<file path="config.mk">
export PLATFORM = sky130hd
export DESIGN_NAME = line_alias_tracker
export DESIGN_NICKNAME = d
export VERILOG_FILES = /design/src/rtl/lat_pkg.sv /design/src/rtl/lat_table.sv /design/src/rtl/lat_stat_ctr.sv /design/src/rtl/line_alias_tracker.sv
export SDC_FILE = /design/constraint.sdc
export NUM_CORES = 1
export LEC_CHECK = 0
export BUFFER_PORTS_ARGS = -buffer_cell sky130_fd_sc_hd__buf_2
export CAP_MARGIN = 5
export CORE_MARGIN = 3
export CORE_UTILIZATION = 65
export DETAILED_ROUTE_END_ITERATION = 6
export PLACE_DENSITY_LB_ADDON = 0.15
export SLEW_MARGIN = 25
export SYNTH_ARGS = -nofsm -noshare
export SYNTH_HDL_FRONTEND = slang
export SYNTH_SLANG_ARGS = --single-unit
</file>
<file path="constraint.sdc">
create_clock -name clk -period 11.71 [get_ports clk]
set_clock_uncertainty 0.05 [all_clocks]
set_input_delay 2.342 -clock clk [delete_from_list [all_inputs] [get_ports clk]]
set_output_delay 2.342 -clock clk [all_outputs]
set_load 0.005 [all_outputs]
</file>
<file path="src/rtl/lat_pkg.sv">
package lat_pkg;
   localparam logic [3:0] KIND_LOAD   = 4'd0;
   localparam logic [3:0] KIND_IFETCH = 4'd1;

   typedef enum logic [1:0] {
      ST_NONE   = 2'd0,
      ST_ISSUED = 2'd1,
      ST_ALIAS  = 2'd2,
      ST_FULL   = 2'd3
   } req_status_e;

   localparam int STALL_ST_LD = 0;
   localparam int STALL_ST_ST = 1;
   localparam int STALL_LD_ST = 2;
   localparam int STALL_LD_LD = 3;
   localparam int NUM_STALL   = 4;

   // only load and fetch are read-class
   function automatic logic is_write_class(input logic [3:0] kind);
      return !(kind == KIND_LOAD || kind == KIND_IFETCH);
   endfunction
endpackage

</file>
<file path="src/rtl/lat_table.sv">
module lat_table #(
   parameter int DEPTH  = 4,
   parameter int LINE_W = 26,
   parameter int TIME_W = 16,
   localparam int CW    = $clog2(DEPTH + 1),
   localparam int IW    = (DEPTH > 1) ? $clog2(DEPTH) : 1
) (
   input  logic              clk,
   input  logic              rst_n,
   input  logic [LINE_W-1:0] look_line,
   output logic              look_hit,
   input  logic              alloc_en,
   input  logic [TIME_W-1:0] alloc_time,
   input  logic              free_en,
   input  logic [LINE_W-1:0] free_line,
   output logic              free_hit,
   output logic [TIME_W-1:0] free_time,
   output logic [CW-1:0]     occ
);
   logic [DEPTH-1:0]  vld;
   logic [LINE_W-1:0] tag  [DEPTH];
   logic [TIME_W-1:0] stamp[DEPTH];
   logic [DEPTH-1:0]  look_vec, free_vec;
   logic [IW-1:0]     slot;
   logic              has_room;

   always_comb begin
      free_time = '0;
      slot      = '0;
      has_room  = 1'b0;
      occ       = '0;
      for (int i = DEPTH - 1; i >= 0; i--) begin
         look_vec[i] = vld[i] && (tag[i] == look_line);
         free_vec[i] = vld[i] && (tag[i] == free_line);
         if (free_vec[i]) free_time = free_time | stamp[i];
         if (!vld[i]) begin
            slot     = IW'(i);
            has_room = 1'b1;
         end
         occ = occ + CW'(vld[i]);
      end
   end
   assign look_hit = |look_vec;
   assign free_hit = |free_vec;

   for (genvar g = 0; g < DEPTH; g++) begin : g_ent
      always_ff @(posedge clk) begin
         if (!rst_n) begin
            vld[g]   <= 1'b0;
            tag[g]   <= '0;
            stamp[g] <= '0;
         end else if (alloc_en && slot == IW'(g) && !vld[g]) begin
            vld[g]   <= 1'b1;
            tag[g]   <= look_line;
            stamp[g] <= alloc_time;
         end else if (free_en && free_vec[g]) begin
            vld[g] <= 1'b0;
         end
      end
   end

   // alias filtering upstream keeps each line in at most one entry
   p_unique_line_r7: assert property (@(posedge clk) disable iff (!rst_n)
      $onehot0(look_vec) && $onehot0(free_vec));
   // the full check upstream guarantees a free slot on allocation
   p_alloc_room_r2: assert property (@(posedge clk) disable iff (!rst_n)
      alloc_en |-> has_room);
endmodule

</file>
<file path="src/rtl/lat_stat_ctr.sv">
module lat_stat_ctr #(
   parameter int W        = 16,
   parameter bit SATURATE = 1'b1
) (
   input  logic         clk,
   input  logic         rst_n,
   input  logic         inc,
   output logic [W-1:0] q
);
   logic step;
   if (SATURATE) begin : g_sat
      assign step = inc && (q != '1);
   end else begin : g_wrap
      assign step = inc;
   end

   always_ff @(posedge clk) begin
      if (!rst_n)    q <= '0;
      else if (step) q <= q + W'(1);
   end

   if (SATURATE) begin : g_chk
      // a saturated counter never wraps to zero
      p_no_wrap_r12: assert property (@(posedge clk) disable iff (!rst_n)
         ($past(q) == '1) |-> (q == '1));
   end
endmodule

</file>
<file path="src/rtl/line_alias_tracker.sv">
module line_alias_tracker
   import lat_pkg::*;
#(
   parameter int ADDR_W     = 32,
   parameter int LINE_BYTES = 64,
   parameter int MAX_OUT    = 4,
   parameter int TIME_W     = 16,
   parameter int STAT_W     = 16,
   parameter bit SATURATE   = 1'b1,
   localparam int OFF_W     = $clog2(LINE_BYTES),
   localparam int LINE_W    = ADDR_W - OFF_W,
   localparam int CW        = $clog2(MAX_OUT + 1)
) (
   input  logic              clk,
   input  logic              rst_n,
   input  logic              req_valid,
   input  logic [3:0]        req_type,
   input  logic [ADDR_W-1:0] req_addr,
   output logic [1:0]        req_status,
   input  logic              cmp_valid,
   input  logic              cmp_is_write,
   input  logic [LINE_W-1:0] cmp_line,
   output logic              lat_valid,
   output logic [TIME_W-1:0] lat_cycles,
   output logic [CW-1:0]     outstanding,
   output logic              proto_err,
   output logic [STAT_W-1:0] stall_st_ld,
   output logic [STAT_W-1:0] stall_st_st,
   output logic [STAT_W-1:0] stall_ld_st,
   output logic [STAT_W-1:0] stall_ld_ld
);
   if (MAX_OUT < 1) begin : g_bad_depth
      $error("MAX_OUT must be at least one");
   end
   if (LINE_BYTES < 1 || (1 << OFF_W) != LINE_BYTES || OFF_W >= ADDR_W) begin : g_bad_line
      $error("LINE_BYTES must be a power of two below the address span");
   end
   if (TIME_W < 2 || STAT_W < 1) begin : g_bad_width
      $error("TIME_W and STAT_W are too narrow");
   end

   logic [LINE_W-1:0] req_line;
   logic              unused_offset;
   logic              wcls, full, accept, retire;
   logic              rd_hit, wr_hit, rd_fhit, wr_fhit;
   logic [TIME_W-1:0] rd_ftime, wr_ftime, issue_t, now, lat;
   logic [CW-1:0]     rd_occ, wr_occ;
   logic [NUM_STALL-1:0] bump;
   logic [STAT_W-1:0] stall_q[NUM_STALL];
   req_status_e       st;

   assign req_line      = req_addr[ADDR_W-1:OFF_W];
   assign unused_offset = ^req_addr[OFF_W-1:0];
   assign wcls          = is_write_class(req_type);
   assign full          = outstanding >= CW'(MAX_OUT);

   // decisions taken against the tables as they stood at cycle start
   always_comb begin
      st     = ST_NONE;
      accept = 1'b0;
      bump   = '0;
      if (req_valid) begin
         if (full) begin
            st = ST_FULL;
         end else if (wcls) begin
            if (rd_hit)      begin st = ST_ALIAS; bump[STALL_ST_LD] = 1'b1; end
            else if (wr_hit) begin st = ST_ALIAS; bump[STALL_ST_ST] = 1'b1; end
            else             begin st = ST_ISSUED; accept = 1'b1; end
         end else begin
            if (wr_hit)      begin st = ST_ALIAS; bump[STALL_LD_ST] = 1'b1; end
            else if (rd_hit) begin st = ST_ALIAS; bump[STALL_LD_LD] = 1'b1; end
            else             begin st = ST_ISSUED; accept = 1'b1; end
         end
      end
   end
   assign req_status = st;

   lat_table #(.DEPTH(MAX_OUT), .LINE_W(LINE_W), .TIME_W(TIME_W)) u_rd_tab (
      .clk, .rst_n, .look_line(req_line), .look_hit(rd_hit),
      .alloc_en(accept && !wcls), .alloc_time(now),
      .free_en(cmp_valid && !cmp_is_write), .free_line(cmp_line),
      .free_hit(rd_fhit), .free_time(rd_ftime), .occ(rd_occ));

   lat_table #(.DEPTH(MAX_OUT), .LINE_W(LINE_W), .TIME_W(TIME_W)) u_wr_tab (
      .clk, .rst_n, .look_line(req_line), .look_hit(wr_hit),
      .alloc_en(accept && wcls), .alloc_time(now),
      .free_en(cmp_valid && cmp_is_write), .free_line(cmp_line),
      .free_hit(wr_fhit), .free_time(wr_ftime), .occ(wr_occ));

   // retirement and latency
   assign retire     = cmp_valid && (cmp_is_write ? wr_fhit : rd_fhit);
   assign issue_t    = cmp_is_write ? wr_ftime : rd_ftime;
   assign lat        = now - issue_t;
   assign lat_valid  = retire && (lat != '0);
   assign lat_cycles = lat;

   always_ff @(posedge clk) begin
      if (!rst_n) begin
         now         <= '0;
         outstanding <= '0;
         proto_err   <= 1'b0;
      end else begin
         now <= now + TIME_W'(1);
         if (accept && !retire)      outstanding <= outstanding + CW'(1);
         else if (!accept && retire) outstanding <= outstanding - CW'(1);
         if (cmp_valid && !retire)   proto_err <= 1'b1;
      end
   end

   for (genvar k = 0; k < NUM_STALL; k++) begin : g_stall
      lat_stat_ctr #(.W(STAT_W), .SATURATE(SATURATE)) u_ctr (
         .clk, .rst_n, .inc(bump[k]), .q(stall_q[k]));
   end
   assign stall_st_ld = stall_q[STALL_ST_LD];
   assign stall_st_st = stall_q[STALL_ST_ST];
   assign stall_ld_st = stall_q[STALL_LD_ST];
   assign stall_ld_ld = stall_q[STALL_LD_LD];

   p_count_match_r8: assert property (@(posedge clk) disable iff (!rst_n)
      (CW+1)'(outstanding) == (CW+1)'(rd_occ) + (CW+1)'(wr_occ));
   p_bound_r2: assert property (@(posedge clk) disable iff (!rst_n)
      outstanding <= CW'(MAX_OUT));
   p_issue_grows_r7: assert property (@(posedge clk) disable iff (!rst_n)
      (req_status == ST_ISSUED && !retire) |=> outstanding == $past(outstanding) + CW'(1));
   p_retire_drops_r8: assert property (@(posedge clk) disable iff (!rst_n)
      (retire && req_status != ST_ISSUED) |=> outstanding == $past(outstanding) - CW'(1));
   p_err_sticky_r10: assert property (@(posedge clk) disable iff (!rst_n)
      proto_err |=> proto_err);
endmodule

</file>
# After elaboration in Yosys (flattened, before gate mapping)

Memories as Yosys holds them, arrays and structs flattened.
Index checks and enable logic that the tools add are counted.

Bitwise gates (word level): 22
Mux-type cells: 99
Equality and inequality tests: 27
Add/sub/neg operators: 8
Reductions and logical operators: 83
Magnitude comparators: 1

Operator list:

| operator                                                  | number |
|---|---|
| == test 26 bit                                            | 16 |
| 2-to-1 mux 16 bit                                         | 17 |
| 2-to-1 mux 26 bit                                         | 8 |
| OR 16 bit                                                 | 6 |
| adder 16 x 1 -> 16 bit (second input constant)            | 5 |
| inequality test 16 bit (second input constant)            | 4 |
| logical AND 1 bit                                         | 53 |
| 2-to-1 mux 1 bit                                          | 53 |
| 2-to-1 mux 2 bit                                          | 17 |
| nonzero test 2 bit                                        | 9 |
| OR 1 bit                                                  | 16 |
| nonzero test 16 bit                                       | 1 |
| OR reduction 4 bit                                        | 4 |
| subtractor 16 bit                                         | 1 |
| zero test 1 bit                                           | 12 |
| == test 2 bit (second input constant)                     | 4 |
| 2-to-1 mux 4 bit                                          | 2 |
| 2-to-1 mux 3 bit                                          | 2 |
| == test 2 x 1 -> 1 bit (second input constant)            | 2 |
| == test 4 x 1 -> 1 bit (second input constant)            | 1 |
| zero test 2 bit                                           | 2 |
| zero test 4 bit                                           | 1 |
| adder 3 x 1 -> 3 bit (second input constant)              | 1 |
| greater-or-equal comparator 3 bit (second input constant) | 1 |
| other kinds (2)                                           | 2 |

Memory bits (writable): 336
Input bits: 67
Bits in registers: 92
Memories: 4
Logic and storage cells: 259
Output and inout port bits: 87

Memory list:

| memory         | depth | width | read ports | clocked after memory_dff | wr ports | line            | source |
|---|---|---|---|---|---|---|---|
| u_rd_tab.tag   | 4     | 26    | 4          | 0                        | 4        | lat_table.sv:21 | `logic [LINE_W-1:0] tag [DEPTH];` |
| u_wr_tab.tag   | 4     | 26    | 4          | 0                        | 4        | lat_table.sv:21 |  |
| u_rd_tab.stamp | 4     | 16    | 4          | 0                        | 4        | lat_table.sv:22 | `logic [TIME_W-1:0] stamp[DEPTH];` |
| u_wr_tab.stamp | 4     | 16    | 4          | 0                        | 4        | lat_table.sv:22 |  |

# Logic depth before layout (Yosys ltp)

Word-level depth: 15
Gate-level depth with buffers: 21
Depth with buffers taken out: 18

# Hierarchy

From an unflattened synthesis, not the netlist that was laid out.

Cells, all modules: 2285
Area, all modules: 24907.6 um^2

Modules (own cells, without submodules):

| module               | area an instance (um^2) | cells each | sequential area each (um^2) | instances |
|---|---|---|---|---|
| lat_table (u_wr_tab) | 9726.8                  | 818        | 5124.9                      | 1 |
| lat_table (u_rd_tab) | 9725.6                  | 818        | 5124.9                      | 1 |
| lat_stat_ctr         | 837.1                   | 97         | 320.3                       | 4 |
| line_alias_tracker   | 2107.0                  | 261        | 400.4                       | 1 |

# Least setup slack after synthesis

OpenSTA, ideal clock, no wires.

Path kind: in2out
Start: in cmp_line[25]
End: out lat_valid
Setup slack: 2.783 ns
Path buffers: 2
Stages on the path: 20
Data required time: 9.318 ns
Data arrival time: 6.535 ns
Path through: buf_2 -> xor2_1 -> nor4_1 -> nand4_1 -> nor4_2 -> clkbuf_1 -> a221o_1 -> a221oi_1 -> a31oi_1 -> ha_1 -> inv_1 -> fa_1 -> a211oi_1 -> o21a_1 -> o31ai_1 -> a21oi_1 -> xnor2_1 -> or4_1 -> nor4_1 -> a31oi_1

Cells in the longest elaborated chain, start to end: 13
Elaborated cells between the ends (all ways): 38
Those cells by class: add/sub (1); eq/ne (8); mux (10); bitwise (6); reduce/logical (13)

RTL lines:

| element                  | line                     | source |
|---|---|---|
| start: declaration       | line_alias_tracker.sv:22 | `input logic [LINE_W-1:0] cmp_line,` |
| == test 26 bit           | lat_table.sv:34          | `free_vec[i] = vld[i] && (tag[i] == free_line);` |
| logical AND 1 bit        | lat_table.sv:34          |  |
| 2-to-1 mux 16 bit        | lat_table.sv:35          | `if (free_vec[i]) free_time = free_time \| stamp[i];` |
| OR 16 bit                | lat_table.sv:35          |  |
| 2-to-1 mux 16 bit        | lat_table.sv:35          |  |
| OR 16 bit                | lat_table.sv:35          |  |
| 2-to-1 mux 16 bit        | lat_table.sv:35          |  |
| OR 16 bit                | lat_table.sv:35          |  |
| 2-to-1 mux 16 bit        | lat_table.sv:35          |  |
| 2-to-1 mux 16 bit *      | line_alias_tracker.sv:92 | `assign issue_t = cmp_is_write ? wr_ftime : rd_ftime;` |
| subtractor 16 bit *      | line_alias_tracker.sv:93 | `assign lat = now - issue_t;` |
| named net lat_cycles[10] | line_alias_tracker.sv:24 | `output logic [TIME_W-1:0] lat_cycles,` |
| nonzero test 16 bit *    | line_alias_tracker.sv:94 | `assign lat_valid = retire && (lat != '0);` |
| logical AND 1 bit *      | line_alias_tracker.sv:94 |  |
| end: declaration         | line_alias_tracker.sv:23 | `output logic lat_valid,` |

The timed path passes the listed nets; every way through them passes the cells marked *.

# Final worst setup path

Start: in cmp_line[17]
End: out lat_valid

Cells in the longest elaborated chain, start to end: 13
Elaborated cells between the ends (all ways): 38
Those cells by class: add/sub (1); eq/ne (8); mux (10); bitwise (6); reduce/logical (13)

RTL lines:

| element             | line |
|---|---|
| == test 26 bit      | lat_table.sv:34 |
| logical AND 1 bit   | lat_table.sv:34 |
| 2-to-1 mux 16 bit   | lat_table.sv:35 |
| OR 16 bit           | lat_table.sv:35 |
| 2-to-1 mux 16 bit   | lat_table.sv:35 |
| OR 16 bit           | lat_table.sv:35 |
| 2-to-1 mux 16 bit   | lat_table.sv:35 |
| OR 16 bit           | lat_table.sv:35 |
| 2-to-1 mux 16 bit   | lat_table.sv:35 |
| 2-to-1 mux 16 bit   | line_alias_tracker.sv:92 |
| subtractor 16 bit   | line_alias_tracker.sv:93 |
| nonzero test 16 bit | line_alias_tracker.sv:94 |
| logical AND 1 bit * | line_alias_tracker.sv:94 |

Every way passes the cells marked *; elsewhere a longest branch is shown, timed or not.

==> results summary <==
The total DRC errors in the routed layout came out at 0. The fraction of layout cells with a size suffix above 1 is around 13%. The share of power burned in the clock network came out at 39.0%. The number of CTS-inserted buffers is 45. The number of enable flip-flop cells after synthesis came out at 336. The number of vias per cell after detailed routing came out at 6.50. The async set-or-reset flop fraction in the synthesized netlist is 0%. The die span in y is between 150 and 200 um. The switching part of the total is 25.3%.

The slowest stage of the critical path is the nor4_1 cell. The most critical setup path has its startpoint at cmp_line[17]. Yosys printed 0 warnings. STA puts the critical path data arrival time at between 7 and 8 ns.

The share of the clock period used by the worst path after layout is between 80 and 90%. The most common library cell in the layout ignoring fill and taps is and2_1. The most used flip-flop cell after synthesis is edfxtp_1. The first-pass GRT wire length came out at 100000 um.

The worst-case headroom to the max-slew limit is ~31%. Summed over its instances, the top area cell type makes up between 40% and 50% of the synthesized netlist area. In this run the power density over the cells is roughly 140 mW/mm^2. The met2 layer usage reported by global route came out at between 50% and 60%. The hold violation total from the final report is 0. The setup fix buffers added after clock tree synthesis is 0. The largest net degree at the start of global routing is 79. The internal power came out at 2660 uW. The total clock sinks is 428. The row count came out at 68. The portion of total power attributed to combinational logic is 11.2%.

The total nets after synthesis came out at about 2200. Yosys mapped the design onto 66 distinct sky130hd cell types. The layer flagged by global routing as most heavily used is met2.

The global-route met3 utilization is 8.14%. The deepest clock path buffer count is 3. The leakage component of the power is 0.00932 uW. The worst-margin pin slew came out at 1.02 ns.

The buffering stage count on the worst path with inverters included is 3. The number of buffers inserted by port buffering came out at around 150. Global routing used 47.7% of the available met1 tracks. The critical path is of the in -> out type.

Compared with the post-synthesis result, the final layout area differs by 9.91%. Hold is met by 0.436 ns. Setup repair after global routing left no endpoint under its margin. The number of placed I/O pins is 154. The count of hold-fix buffers inserted at cts came out at 0. The stage delay of the slowest cell on the critical path came out at 0.73 ns.

The worst setup path is launched from a primary input. In the final layout, flip-flops and latches occupy about 0.012 mm^2. The maximum vdd ir drop came out at 0.132 mV.

The effective utilization at floorplan is 66.8%. The sequential share of the synthesized area came out at 51.1%. In the post-synthesis netlist, the biggest area contributors are edfxtp_1 (43%), xnor2_1 (11%), and2_1 (9.2%), dfxtp_1 (7.9%), xor2_1 (5.7%). Measured along the x axis, the die boundary spans 196 um. Across every metal layer, demand over resource in global routing totals roughly a third.

The final layout contains routed wiring with a total length of 67300 um. The global route total overflow is 0. For this run, the top clock speed supported by timing is 98.1 MHz. The start point of the worst min-delay path is g_stall[2].u_ctr.q[11]$_SDFFE_PN0P_. The run finished with clean final reports. The top cell types in the final layout, fill and taps aside, are and2_1 (345), edfxtp_1 (336), xnor2_1 (305). The sum of net half-perimeters after detailed placement came out at ~42000 um.

The number of setup violations in the final report came out at 0. In this run the critical register-to-register path is launched from u_rd_tab.tag[1][18]$_SDFFCE_PN0P_. Subtracting the final worst setup slack from the clock period gives between 10 and 15 ns. The number of max-cap violations came out at 0. The area occupied by multi-input gates came out at between 0.01 and 0.015 mm^2. The count of H-tree levels built during CTS came out at 2.

In this run the worst hold path is classified as reg -> reg. edfxtp_1 takes more of the synthesized area than any other cell. The buffer type at the clock tree root is clkbuf_16. The remaining number of nets flagged by the antenna check after routing is 0. The average wire per standard cell came out at 25.4 um. The share of total power dissipated in sequential elements is 49.8%. The number of design-rule violations left by the first detailed-router iteration is ~2000.

The global placer's final weighted congestion came out at between 0.9 and 1. The endpoint required time on the critical path came out at a little over 9 ns. The synthesized area came out at ~0.023 mm^2. Of all nets on the critical path, the largest fanout is 9. The type of element capturing the critical path is an output pin. The clock insertion delay at the later pin of the skew report came out at 0.56 ns. The switching power total is 902 uW. The clock-pin slew on the worst setup and hold paths came out at 0.06 ns.

The pre-antenna-repair detailed-routing pass consisted of 5 iterations. The net count of the finished layout is 2251. The quantity of gates resized following cts is 0. Among cell families on the critical path, the largest total delay comes from simple AND/OR/NAND/NOR gates. The gate count after technology mapping is between 2000 and 2500.

The initial antenna violation count came out at 0. The count of final max-slew check failures came out at 0. The routed layout has 17300 vias. The most numerous cell type found on the critical path is nor4_1. In this run the mean area of a mapped cell was 11.1 um^2. The sum of negative setup slack came out at 0 ns. TritonCTS built the clock tree. The number of global-route vias before repair came to 16800. The layout has 2383 filler cells. The count of state elements after synthesis is 428. The core footprint came out at about 0.035 mm^2. The area of the die came out at between 0.03 and 0.04 mm^2.

Walking the worst path, the cells encountered are buf_2 > xnor2_1 > nand4_1 > nor4_1 > and3_1 > a221o_1 > a221oi_1 > a31oi_1 > ha_1 > inv_1 > fa_1 > a21o_1 > a21oi_1 > xnor2_1 > nor4_1 > o2111ai_1 > or4_1 > nor4_1 > a31oi_1 > buf_2.
Yosys cell counts, drive strengths merged, types with 18 or more instances:
| cell type | count |
|---|---|
| nand4 | 96 |
| nand3 | 50 |
| dfxtp | 92 |
| mux2i | 18 |
| edfxtp | 336 |
| or4 | 22 |
| ha | 21 |
| nor4 | 56 |
| xnor2 | 305 |
| buf | 83 |
| xor2 | 153 |
| and2 | 345 |
| inv | 39 |
| clkbuf | 76 |
| o21ai | 19 |
| nand2 | 74 |
| nor2 | 63 |
| nor3 | 25 |
| a21oi | 50 |
| o31ai | 22 |
flip-flops by register name, summed over array words and instances (netlist names):
| register | cells |
|---|---|
| now | 16 |
| g_stall.u_ctr.q | 64 |
| u_rd_tab.vld | 4 |
| outstanding | 3 |
| u_wr_tab.stamp | 64 |
| u_wr_tab.vld | 4 |
| u_rd_tab.tag | 104 |
| proto_err | 1 |
| u_rd_tab.stamp | 64 |
| u_wr_tab.tag | 104 |
cells by family after synthesis:
kind of cell / count (synthesis) / synth area share [%]
buffers and inverters: 198 / 3.73
flip-flops: 428 / 51.1
AND/OR/NAND/NOR: 781 / 19.6
adder cells (fa/ha/maj): 23 / 1.30
AO/OA/AOI/OAI: 197 / 6.25
XOR/XNOR: 459 / 17.3
multiplexers: 18 / 0.771
final cells by class:
cell class,instances,share of cell area [%]
antenna,1,0.00974
clock buffer,63,4.91
clock inverter,21,0.599
inverter,39,0.570
multi-input combinational,1478,41.7
sequential,428,46.5
tap,455,2.22
timing repair buffer,169,3.52
power groups by stage:
stage	Combinational (uW)	Sequential, uW	Clock [uW]
finish	399	1770	1390
global route	422	1780	1450
floorplan	268	1790	0
global placement	377	1800	0
CTS	391	1770	1390
detailed placement	386	1800	0
final timing paths:
kind | endpoint | slack, ns | depth (start not counted)
min reg2reg | g_stall[2].u_ctr.q[11]$_SDFFE_PN0P_ | 0.44 | 2
max | lat_valid | 1.52 | 20
max reg2reg | u_wr_tab.tag[3][24]$_SDFFCE_PN0P_ | 7.36 | 9
min | g_stall[2].u_ctr.q[11]$_SDFFE_PN0P_ | 0.44 | 2
through the flow:
step                cells  power, uW  instance area (um^2)  setup WS (ns)  utilization (%)
floorplan            2104       2060                 23400           2.78                -
global route         2653       3650                 25700           1.45             73.4
finish               2654       3560                 25700           1.52             73.5
global placement     2568       2180                 24200           1.76             69.3
CTS                  2652       3550                 25700           1.71             73.4
detailed placement   2568       2190                 24300           1.74             69.4
routing by layer:
layer / wire, um / up-vias
li1: - / 7546
met1: 26300 / 8476
met2: 29900 / 1035
met3: 8270 / 193
met4: 2850 / 0
met5: 0 / -
worst register-to-register path, delay by kind of cell (launching register included):
family                 cells  cell delay [ns]
AND/OR/NAND/NOR            5             1.53
AO/OA/AOI/OAI              2             1.28
buffers and inverters      1             0.51
flip-flops                 1             0.44
XOR/XNOR                   1             0.18
Power figures use the tool's default switching activity.
